--- src/rtl/pexp_pkg.sv ---
package pexp_pkg;
  localparam int PORT_W = 8;
  localparam int NPORT  = 2;
  localparam int WORD_W = NPORT * PORT_W;

  typedef enum logic [2:0] {
    ST_IDLE, ST_ADDR, ST_AACK, ST_WDAT, ST_WACK, ST_RDAT, ST_RACK
  } tgt_state_t;

  // 7-bit target address: fixed prefix, strap bits low
  function automatic logic [6:0] tgt_addr(input logic [4:0] hi, input logic [1:0] sel);
    return {hi, sel};
  endfunction

  // quasi-bidirectional readback: a latched 0 forces the pin low
  function automatic logic [PORT_W-1:0] qb_read(input logic [PORT_W-1:0] lat,
                                                input logic [PORT_W-1:0] pin);
    return lat & pin;
  endfunction

  function automatic logic [PORT_W-1:0] port_byte(input logic [WORD_W-1:0] v, input logic sel);
    return sel ? v[2*PORT_W-1:PORT_W] : v[PORT_W-1:0];
  endfunction
endpackage

--- src/rtl/line_filter.sv ---
module line_filter #(
  parameter int FILT_LEN = 4
) (
  input  logic clk,
  input  logic rst_n,
  input  logic raw,
  output logic clean
);
  localparam int CW = $clog2(FILT_LEN + 1);

  logic [1:0]    sync;
  logic [CW-1:0] cnt;
  logic          clean_q;

  always_ff @(posedge clk or negedge rst_n) begin
    if (!rst_n) begin
      sync    <= 2'b11;
      cnt     <= '0;
      clean_q <= 1'b1;
    end else begin
      sync <= {sync[0], raw};
      if (sync[1] != clean_q) begin
        if (cnt == CW'(FILT_LEN - 1)) begin
          clean_q <= sync[1];
          cnt     <= '0;
        end else begin
          cnt <= cnt + 1'b1;
        end
      end else begin
        cnt <= '0;
      end
    end
  end

  assign clean = clean_q;

  generate
    if (FILT_LEN >= 2) begin : g_chk

      spike_reject_chk: assert property (@(posedge clk) disable iff (!rst_n)
        !$stable(clean_q) |-> ($past(sync[1]) == $past(sync[1], 2)));
    end
  endgenerate
endmodule

--- src/rtl/xfer_engine.sv ---
module xfer_engine
  import pexp_pkg::*;
(
  input  logic              clk,
  input  logic              rst_n,
  input  logic              scl,
  input  logic              sda,
  input  logic [6:0]        my_addr,
  input  logic [WORD_W-1:0] rd_word,
  output logic              sda_oe,
  output logic              wr_commit,
  output logic              wr_port,
  output logic [PORT_W-1:0] wr_byte
);
  logic scl_q, sda_q;
  tgt_state_t st;
  logic [3:0] bitc;
  logic [PORT_W-1:0] shr;
  logic ptr, rnw, m_ack;

  wire scl_rise  = scl & ~scl_q;
  wire scl_fall  = ~scl & scl_q;
  wire evt_start = scl & scl_q & sda_q & ~sda;
  wire evt_stop  = scl & scl_q & ~sda_q & sda;
  wire byte_done = (bitc == 4'd8);
  wire addr_hit  = (shr[7:1] == my_addr);
  wire [PORT_W-1:0] snap_now  = port_byte(rd_word, ptr);
  wire [PORT_W-1:0] snap_next = port_byte(rd_word, ~ptr);

  assign wr_commit = (st == ST_WACK) && scl_fall;
  assign wr_port   = ptr;
  assign wr_byte   = shr;

  always_ff @(posedge clk or negedge rst_n) begin
    if (!rst_n) begin
      scl_q <= 1'b1; sda_q <= 1'b1; st <= ST_IDLE; bitc <= '0; shr <= '0;
      ptr <= 1'b0; rnw <= 1'b0; m_ack <= 1'b0; sda_oe <= 1'b0;
    end else begin
      scl_q <= scl;
      sda_q <= sda;
      if (evt_start) begin
        st <= ST_ADDR; bitc <= '0; ptr <= 1'b0; sda_oe <= 1'b0;
      end else if (evt_stop) begin
        st <= ST_IDLE; sda_oe <= 1'b0;
      end else begin
        case (st)
          ST_IDLE: ;
          ST_ADDR, ST_WDAT: begin
            if (scl_rise && !byte_done) begin
              shr  <= {shr[PORT_W-2:0], sda};
              bitc <= bitc + 1'b1;
            end else if (scl_fall && byte_done) begin
              bitc <= '0;
              if (st == ST_WDAT) begin
                st <= ST_WACK; sda_oe <= 1'b1;
              end else if (addr_hit) begin
                st <= ST_AACK; sda_oe <= 1'b1; rnw <= shr[0];
              end else begin
                st <= ST_IDLE;
              end
            end
          end
          ST_AACK: if (scl_fall) begin
            if (rnw) begin
              st <= ST_RDAT; shr <= snap_now; sda_oe <= ~snap_now[PORT_W-1];
            end else begin
              st <= ST_WDAT; sda_oe <= 1'b0;
            end
          end
          ST_WACK: if (scl_fall) begin
            st <= ST_WDAT; sda_oe <= 1'b0; ptr <= ~ptr;
          end
          ST_RDAT: if (scl_fall) begin
            if (bitc == 4'd7) begin
              st <= ST_RACK; sda_oe <= 1'b0; bitc <= '0;
            end else begin
              shr    <= {shr[PORT_W-2:0], 1'b0};
              sda_oe <= ~shr[PORT_W-2];
              bitc   <= bitc + 1'b1;
            end
          end
          ST_RACK: begin
            if (scl_rise) m_ack <= ~sda;
            if (scl_fall) begin
              ptr <= ~ptr;
              if (m_ack) begin
                st <= ST_RDAT; shr <= snap_next; sda_oe <= ~snap_next[PORT_W-1];
              end else begin
                st <= ST_IDLE;
              end
            end
          end
          default: st <= ST_IDLE;
        endcase
      end
    end
  end


  sda_scope_chk: assert property (@(posedge clk) disable iff (!rst_n)
    sda_oe |-> (st inside {ST_AACK, ST_WACK, ST_RDAT}));

  start_ptr_chk: assert property (@(posedge clk) disable iff (!rst_n)
    evt_start |=> (ptr == 1'b0 && st == ST_ADDR));

  stop_idle_chk: assert property (@(posedge clk) disable iff (!rst_n)
    evt_stop |=> (st == ST_IDLE && !sda_oe));

  commit_release_chk: assert property (@(posedge clk) disable iff (!rst_n)
    wr_commit |=> (st == ST_WDAT && !sda_oe));

  ptr_step_chk: assert property (@(posedge clk) disable iff (!rst_n)
    !$stable(ptr) |-> ($past(scl_fall) || $past(evt_start)));

  nack_end_chk: assert property (@(posedge clk) disable iff (!rst_n)
    (st == ST_RACK && scl_fall && !m_ack && !evt_stop && !evt_start) |=> (st == ST_IDLE && !sda_oe));
endmodule

--- src/rtl/pexp16_i2c_target.sv ---
module pexp16_i2c_target
  import pexp_pkg::*;
#(
  parameter int         FILT_LEN = 4,
  parameter logic [4:0] ADDR_HI  = 5'b10110
) (
  input  logic              clk,
  input  logic              rst_n,
  input  logic              scl_i,
  input  logic              sda_i,
  output logic              sda_oe,
  input  logic [1:0]        addr_sel,
  input  logic [WORD_W-1:0] pin_in,
  output logic [WORD_W-1:0] pin_out
);
  wire [1:0] raw = {scl_i, sda_i};
  wire [1:0] flt;
  logic [WORD_W-1:0] rd_word;
  logic wr_commit, wr_port;
  logic [PORT_W-1:0] wr_byte;
  logic [PORT_W-1:0] lat [NPORT];

  generate
    for (genvar g = 0; g < 2; g++) begin : g_flt
      line_filter #(.FILT_LEN(FILT_LEN)) u_f (
        .clk(clk), .rst_n(rst_n), .raw(raw[g]), .clean(flt[g]));
    end
    for (genvar p = 0; p < NPORT; p++) begin : g_port
      always_ff @(posedge clk or negedge rst_n) begin
        if (!rst_n) lat[p] <= '1;
        else if (wr_commit && wr_port == 1'(p)) lat[p] <= wr_byte;
      end
      assign pin_out[p*PORT_W +: PORT_W] = lat[p];
      assign rd_word[p*PORT_W +: PORT_W] = qb_read(lat[p], pin_in[p*PORT_W +: PORT_W]);
    end
  endgenerate

  xfer_engine u_eng (
    .clk(clk), .rst_n(rst_n), .scl(flt[1]), .sda(flt[0]),
    .my_addr(tgt_addr(ADDR_HI, addr_sel)), .rd_word(rd_word),
    .sda_oe(sda_oe), .wr_commit(wr_commit), .wr_port(wr_port), .wr_byte(wr_byte));


  latch_commit_chk: assert property (@(posedge clk) disable iff (!rst_n)
    !$stable(pin_out) |-> $past(wr_commit));
endmodule

--- config.mk ---
export PLATFORM = sky130hd
export DESIGN_NAME = pexp16_i2c_target
export DESIGN_NICKNAME = d
export VERILOG_FILES = /design/src/rtl/pexp_pkg.sv /design/src/rtl/line_filter.sv /design/src/rtl/xfer_engine.sv /design/src/rtl/pexp16_i2c_target.sv
export SDC_FILE = /design/constraint.sdc
export NUM_CORES = 1
export LEC_CHECK = 0
export BUFFER_PORTS_ARGS = -buffer_cell sky130_fd_sc_hd__buf_4
export CAP_MARGIN = 25
export CORE_MARGIN = 2
export CORE_UTILIZATION = 30
export CTS_BUF_LIST = sky130_fd_sc_hd__clkbuf_8 sky130_fd_sc_hd__clkbuf_16
export DETAILED_ROUTE_END_ITERATION = 8
export PLACE_DENSITY = 0.51
export SETUP_SLACK_MARGIN = 0.1
export SYNTH_ARGS = -nofsm -noshare
export SYNTH_HDL_FRONTEND = slang
export SYNTH_HIERARCHICAL = 1
export SYNTH_SLANG_ARGS = --single-unit
--- constraint.sdc ---
create_clock -name clk -period 4.1 [get_ports clk]
set_input_delay 0.82 -clock clk [delete_from_list [all_inputs] [get_ports clk]]
set_output_delay 0.82 -clock clk [all_outputs]
set_load 0.02 [all_outputs]
==> flow_metrics.py, run 1 <==
metrics = {
    "die": {
        "ioPinCount": 39,
        "fp.coreArea_um2": 9200,
        "dieArea_um2": 10200,
        "die_h_um": 101,
        "initial_utilization_pct": 30.6,
        "die_w_um": 101,
        "rows": 35,
    },
    "place": {
        "port_buffers": 38,
        "gp_congestion": 0.836,
        "preCtsSetupSlack_ps": 1860,
        "placedCellCount": 394,
        "post-dp-hpwl_um": 4080,
    },
    "sta": {
        "setup_tns_ps": 0,
        "rsz0062_at_grt": "false",
        "tightestPinTransition_ps": 712,
        "slew_headroom_pct": 52.5,
        "post-route-period-util_pct": 55.0,
        "slew_violations": 0,
        "fmaxAchievable_mhz": 443,
        "fin_ws_ps": 1840,
        "layout_min_cycle_time_ps": 2260,
        "fin_skew_ps": 13.5,
        "finalSetupViolations": 0,
        "hold_viol_final": 0,
    },
    "clocking": {
        "clk_latency_ps": 310,
        "clk_pin_slew_ps": 100,
        "h-tree-depth": 2,
        "numCtsBuffers": 5,
        "clockRootBuffer": "clkbuf_8",
        "clk_path_buf_depth": 2,
        "cts_setup_buffers": 0,
        "ctsResizeCount": 0,
        "holdBufCountCts": 0,
        "tritoncts": "yes",
        "clock-sinks": 49,
    },
    "global_route": {
        "grt_max_degree": 50,
        "antenna_found_initial": 0,
        "overflow": 0,
        "grt_pass1_wl_um": 9780,
        "grt_pass1_vias": 1969,
        "grt_usage_pct": 12.2,
    },
    "logic_synthesis": {
        "synth_largest_area_cell": "dfstp_2",
        "synth_top_family_by_area": "simple AND/OR/NAND/NOR gates",
        "yosys.area_share.simple_pct": 18.1,
        "synth_seq_cells": 49,
        "synth-compound-area-share_pct": 10.2,
        "yosys-top-cells-area": "dfstp_2 22%, dfrtp_1 22%, mux2_4 8.5%",
        "synth.distinct_cells": 51,
        "synth-adder-area-share_pct": 1.78,
        "syn_avg_cell_area_um2": 11.2,
        "async_flop_share_pct": 100,
        "yosys_warnings": 6,
        "netlist_area_um2": 2820,
        "synth_top_flop_cell": "dfrtp_1",
        "synthMuxAreaShare_pct": 17.2,
        "synth.top_cell.area_share_pct": 22.4,
        "seq_area_frac_synth_pct": 44.6,
        "synthXorXnorAreaFrac_pct": 4.40,
        "synth_edf_count": 0,
        "syn_inst": 251,
    },
    "detailed_routing": {
        "via_per_inst": 4.88,
        "dr_total_vias": 1963,
        "finalWirelength_um": 5760,
        "drtAntennaViolNets": 0,
        "wl_per_cell_um": 14.3,
        "dr.pass1.iters": 5,
        "drc_errors": 0,
        "drt_iter0_drc": 111,
    },
    "layout": {
        "final_common_cell": "buf_4",
        "final_cell_mix": "38 x buf_4, 25 x dfrtp_1, 24 x dfstp_2",
        "num-nets-final": 316,
        "drive_gt1_share_pct": 38.1,
        "diodes": 0,
        "area_growth_pct": 18.0,
        "instances_no_fill": 402,
        "fillers": 930,
    },
    "power": {
        "peakVddDrop_uv": 211,
        "leakage_nw": 1.49,
        "powerDensity_nw_per_um2": 518,
    },
    "worst_setup_path": {
        "cp_max_fo": 19,
        "cp_cell_sequence": "inv_1, nand4_2, a221o_1, mux2_4",
        "critPathCaptureType": "flip-flop",
        "slowest_delay_ps": 820,
        "arrival_ps": 2460,
        "critPathSlowestCell": "dfrtp_1",
        "worstSetupPathType": "flip-flop to flip-flop",
        "worstPathRequired_ps": 4300,
        "cp-start-kind": "flip-flop",
    },
    "job": {
        "maxCapViolations": 0,
    },
    "worst_hold_path": {
        "min_path_type": "flip-flop to flip-flop",
    },
    "outcome": {
        "outcome": "finished clean",
    },
}
## through the flow
stage	power [mW]	hold WS, ps	util, %	area [um2]
after floorplan	1.18	345	-	2830
after global placement	1.31	346	34.7	3190
after detailed placement	1.32	347	34.7	3190
after CTS	1.75	361	36.1	3320
after global routing	1.84	364	36.1	3320
final	1.72	360	36.1	3320
## state kept, by name, summed over array words and instances, names as in the netlist
signal,flops
g_flt.u_f/clean,2
g_flt.u_f/cnt,6
g_flt.u_f/sync,4
pin_out,16
u_eng/bitc,4
u_eng/m_ack,1
u_eng/rnw,1
u_eng/scl_q,1
u_eng/sda_oe,1
u_eng/sda_q,1
u_eng/st,3
u_eng/wr_byte,8
u_eng/wr_port,1
## synthesized netlist by cell type, types with 2 or more instances
cell type / instances
dfrtp_1: 25
dfstp_2: 24
nand2_1: 21
and2_1: 17
mux2_4: 16
o21ai_0: 16
mux2_2: 12
mux2i_1: 11
a21oi_1: 8
inv_1: 8
nand3_1: 7
nor2_1: 6
nor3b_1: 6
xnor2_1: 6
xor2_1: 5
buf_6: 4
ha_1: 4
nor2b_4: 4
nor3_1: 4
clkbuf_1: 3
nand4_1: 3
o211ai_1: 3
o21ai_1: 3
a311oi_1: 2
and3b_1: 2
buf_2: 2
conb_1: 2
nand2b_1: 2
o221ai_1: 2
o22ai_1: 2
## cells by family (layout without fill, tap and decap cells)
logic type	count (synthesis)	count (layout)
fa+ha+maj	4	4
simple gates	82	82
mux	39	39
other cells	2	5
xor+xnor	12	12
flops	49	49
buf+inv	17	54
compound gates	46	46
## critical path: cells and delay by family, from the launching register on
| kind | cells | cell delay [ps] |
|---|---|---|
| AOI/OAI and AO/OA | 1 | 550 |
| muxes | 1 | 340 |
| and+or+nand+nor | 1 | 180 |
| buffers and inverters | 1 | 260 |
| DFF | 1 | 820 |
## layout make-up
| cell class | instances | area [um2] | area share [%] |
|---|---|---|---|
| multi-input combinational | 188 | 1480 | 44.4 |
| sequential | 49 | 1260 | 37.8 |
| timing repair buffer | 38 | 285 | 8.58 |
| tap | 111 | 139 | 4.18 |
| clock buffer | 5 | 68.8 | 2.07 |
| clock inverter | 3 | 68.8 | 2.07 |
| inverter | 8 | 30.0 | 0.903 |
## report_power, final
part | internal, mW | switching, mW
sequential | 0.609 | 0.151
combinational | 0.293 | 0.248
clock | 0.246 | 0.173
## per-layer routing
layer | GRT usage (%) | wire length, um | part of all wire, % | up-vias
li1 | - | - | - | 963
met2 | 20.9 | 2790 | 48 | 49
met1 | 15.8 | 2630 | 46 | 945
met5 | 0 | 0 | 0 | -
met3 | 2.36 | 266 | 4.6 | 6
met4 | 3.22 | 63 | 1.1 | 0
## path summary, 6_finish.rpt
kind | start | end | slack [ps] | cells past startpoint
worst min register to register | g_flt[1].u_f/sync[0] | g_flt[1].u_f/sync[1] | 360 | 0
worst max-delay path | u_eng/st[2] | u_eng/wr_byte[1] | 1840 | 4
worst min-delay path | g_flt[1].u_f/sync[0] | g_flt[1].u_f/sync[1] | 360 | 0
worst max register to register | u_eng/st[2] | u_eng/wr_byte[1] | 1840 | 4
max in group asynchronous | rst_n | u_eng/bitc[2] | 3140 | 1
min in group asynchronous | rst_n | u_eng/wr_byte[2] | 530 | 1
(Power assumes the default switching activity.)
==> run 2, diff against run 1 <==
- ABC_AREA: unset -> 1
- clock period: 4.1 -> 2.2 ns (I/O delays scaled with it)
==> flow_metrics.py, run 2 <==
metrics = {
    "layout": {
        "num-nets-final": 498,
        "drive_gt1_share_pct": 23.9,
        "area_growth_pct": 17.1,
        "final_cell_mix": "153 x nand2_1, 61 x inv_1, 41 x buf_4",
        "design_area_um2": 3570,
        "largest_reg_flops": 16,
        "final_common_cell": "nand2_1",
        "diodes": 0,
    },
    "die": {
        "rows": 36,
        "ioPinCount": 39,
        "dieArea_um2": 11000,
        "die_w_um": 105,
        "initial_utilization_pct": 31.0,
        "die_h_um": 105,
        "fp.coreArea_um2": 9820,
    },
    "global_route": {
        "grt_usage_pct": 13.6,
        "grt_pass1_wl_um": 12200,
        "antenna_found_initial": 0,
        "grt_max_degree": 50,
        "grt_pass1_vias": 2609,
        "overflow": 0,
    },
    "power": {
        "p_total_mw": 3.86,
        "powerDensity_nw_per_um2": 1080,
        "pwr-share-comb_pct": 46.8,
        "p_clk_share_pct": 13.3,
        "switching_share_pct": 45.6,
        "peakVddDrop_uv": 418,
        "p_sw_mw": 1.76,
        "seqPwrFrac_pct": 39.8,
        "p_int_mw": 2.10,
        "leakage_nw": 1.90,
    },
    "logic_synthesis": {
        "synth_seq_cells": 49,
        "syn_avg_cell_area_um2": 7.17,
        "synth_common_cells": "153 x nand2_1, 60 x inv_1, 27 x nand3_1",
        "synth.top_cell.area_share_pct": 20.7,
        "yosys_warnings": 6,
        "synth_most_common_cell": "nand2_1",
        "async_flop_share_pct": 100,
        "seq_area_frac_synth_pct": 41.2,
        "synth.distinct_cells": 33,
        "synth_edf_count": 0,
        "netlist_area_um2": 3050,
        "synth_top_flop_cell": "dfrtp_1",
        "syn_inst": 425,
        "synth_largest_area_cell": "dfstp_2",
        "yosys-top-cells-area": "dfstp_2 21%, dfrtp_1 21%, nand2_1 19%",
    },
    "sta": {
        "rsz0062_at_grt": "false",
        "setup_tns_ps": 0,
        "holdWs_ps": 158,
        "slew_violations": 0,
        "finalSetupViolations": 0,
        "fmaxAchievable_mhz": 554,
        "slew_headroom_pct": 57.5,
        "hold_viol_final": 0,
        "tightestPinTransition_ps": 637,
        "layout_min_cycle_time_ps": 1800,
        "fin_skew_ps": 9.86,
        "post-route-period-util_pct": 82.0,
    },
    "worst_setup_path": {
        "arrival_ps": 2030,
        "slowest_delay_ps": 570,
        "cp_max_fo": 15,
        "critPathSlowestCell": "dfstp_2",
        "cp-start-kind": "flip-flop",
        "reg2reg_depth": 8,
        "r2r_setup_slack_ps": 400,
        "cp_cell_sequence": "inv_1, nor3_1, nor2_2, nand2_2, a21oi_4, nand2_4, nand2_1, o21ai_2",
        "critPathCaptureType": "flip-flop",
        "path_delay_family": "simple AND/OR/NAND/NOR gates",
        "r2r-start": "g_flt[0].u_f/clean",
        "r2r_end": "u_eng/wr_byte[1]",
        "path_buf_inv": 1,
        "worstSetupPathType": "flip-flop to flip-flop",
        "worstPathRequired_ps": 2430,
    },
    "place": {
        "place_area_um2": 3490,
        "port_buffers": 38,
        "gp_congestion": 0.870,
        "post-dp-hpwl_um": 5270,
    },
    "clocking": {
        "holdBufCountCts": 0,
        "cts_setup_buffers": 0,
        "clock-sinks": 49,
        "clockRootBuffer": "clkbuf_8",
        "tritoncts": "yes",
        "clk_pin_slew_ps": 90,
        "numCtsBuffers": 5,
        "h-tree-depth": 2,
        "clk_path_buf_depth": 2,
        "ctsResizeCount": 0,
        "clk_latency_ps": 300,
    },
    "detailed_routing": {
        "finalWirelength_um": 7060,
        "drc_errors": 0,
        "via_per_inst": 4.46,
        "dr.pass1.iters": 4,
        "dr_total_vias": 2705,
        "wl_per_cell_um": 11.6,
        "drt_iter0_drc": 133,
        "drtAntennaViolNets": 0,
    },
    "outcome": {
        "outcome": "finished clean",
    },
    "worst_hold_path": {
        "min_path_type": "primary input to async pin",
    },
    "job": {
        "maxCapViolations": 0,
    },
}
==> run 2: cell types whose count changed after synthesis, sizes merged, moves of 4 or more <==
cell and change:
a21oi +7, and2 -17, inv +60, mux2 -28
mux2i -11, nand2 +148, nand3 +23, nor2 +22
nor2b -5, nor3b -6, o211ai +12, xnor2 -6
xor2 -4
==> run 2: cells by family after synthesis <==
| group | Yosys count | share of synthesized area, % |
|---|---|---|
| fa+ha+maj | 4 | 1.64 |
| simple gates | 236 | 33.8 |
| buf+inv | 77 | 10.7 |
| other cells | 2 | 0.246 |
| compound gates | 55 | 11.8 |
| xor+xnor | 2 | 0.575 |
| flops | 49 | 41.2 |
==> run 2: stage by stage <==
stage / worst slack [ps] / utilization (%) / std cells
4_1_cts: 398 / 36.3 / 606
3_5_place_dp: 424 / 35.5 / 598
3_3_place_gp: 433 / 35.5 / 598
6_report: 396 / 36.3 / 606
2_1_floorplan: 647 / - / 433
5_1_grt: 254 / 36.3 / 606
==> run 2: how the worst max path moves through the flow <==
stage / from / to / depth (start not counted)
6_report: g_flt[0].u_f/clean / u_eng/wr_byte[1] / 8
5_1_grt: g_flt[1].u_f/clean / u_eng/bitc[1] / 7
3_3_place_gp: g_flt[0].u_f/clean / u_eng/wr_byte[1] / 8
4_1_cts: g_flt[0].u_f/clean / u_eng/wr_byte[1] / 8
3_5_place_dp: g_flt[0].u_f/clean / u_eng/wr_byte[4] / 8
2_1_floorplan: g_flt[0].u_f/clean / u_eng/wr_byte[5] / 10
==> run 2: layout make-up <==
class / count / area, um2
clock buffers: 5 / 68.8
flip-flops and latches: 49 / 1260
clock inverters: 3 / 13.8
well taps: 133 / 166
multi-input cells: 307 / 1500
fillers: 1076 / 6250
inverters: 68 / 260
repair buffers: 41 / 308
==> run 2: layer usage <==
layer  track usage (%)  vias up  part of all wire, %
met5                 0        -                    0
met4              4.10        0                  1.2
met3              2.31        7                  3.4
met2              23.5       44                   48
met1              17.4     1251                   47
li1                  -     1403                    -
==> run 2: power groups by stage <==
stage                     clock network (mW)  logic [mW]  registers (mW)
final                                  0.515        1.80            1.54
after CTS                              0.546        1.82            1.54
after global placement                     0        1.79            1.55
after floorplan                            0        1.30            1.59
after detailed placement                   0        1.81            1.56
after global routing                   0.588        2.05            1.58
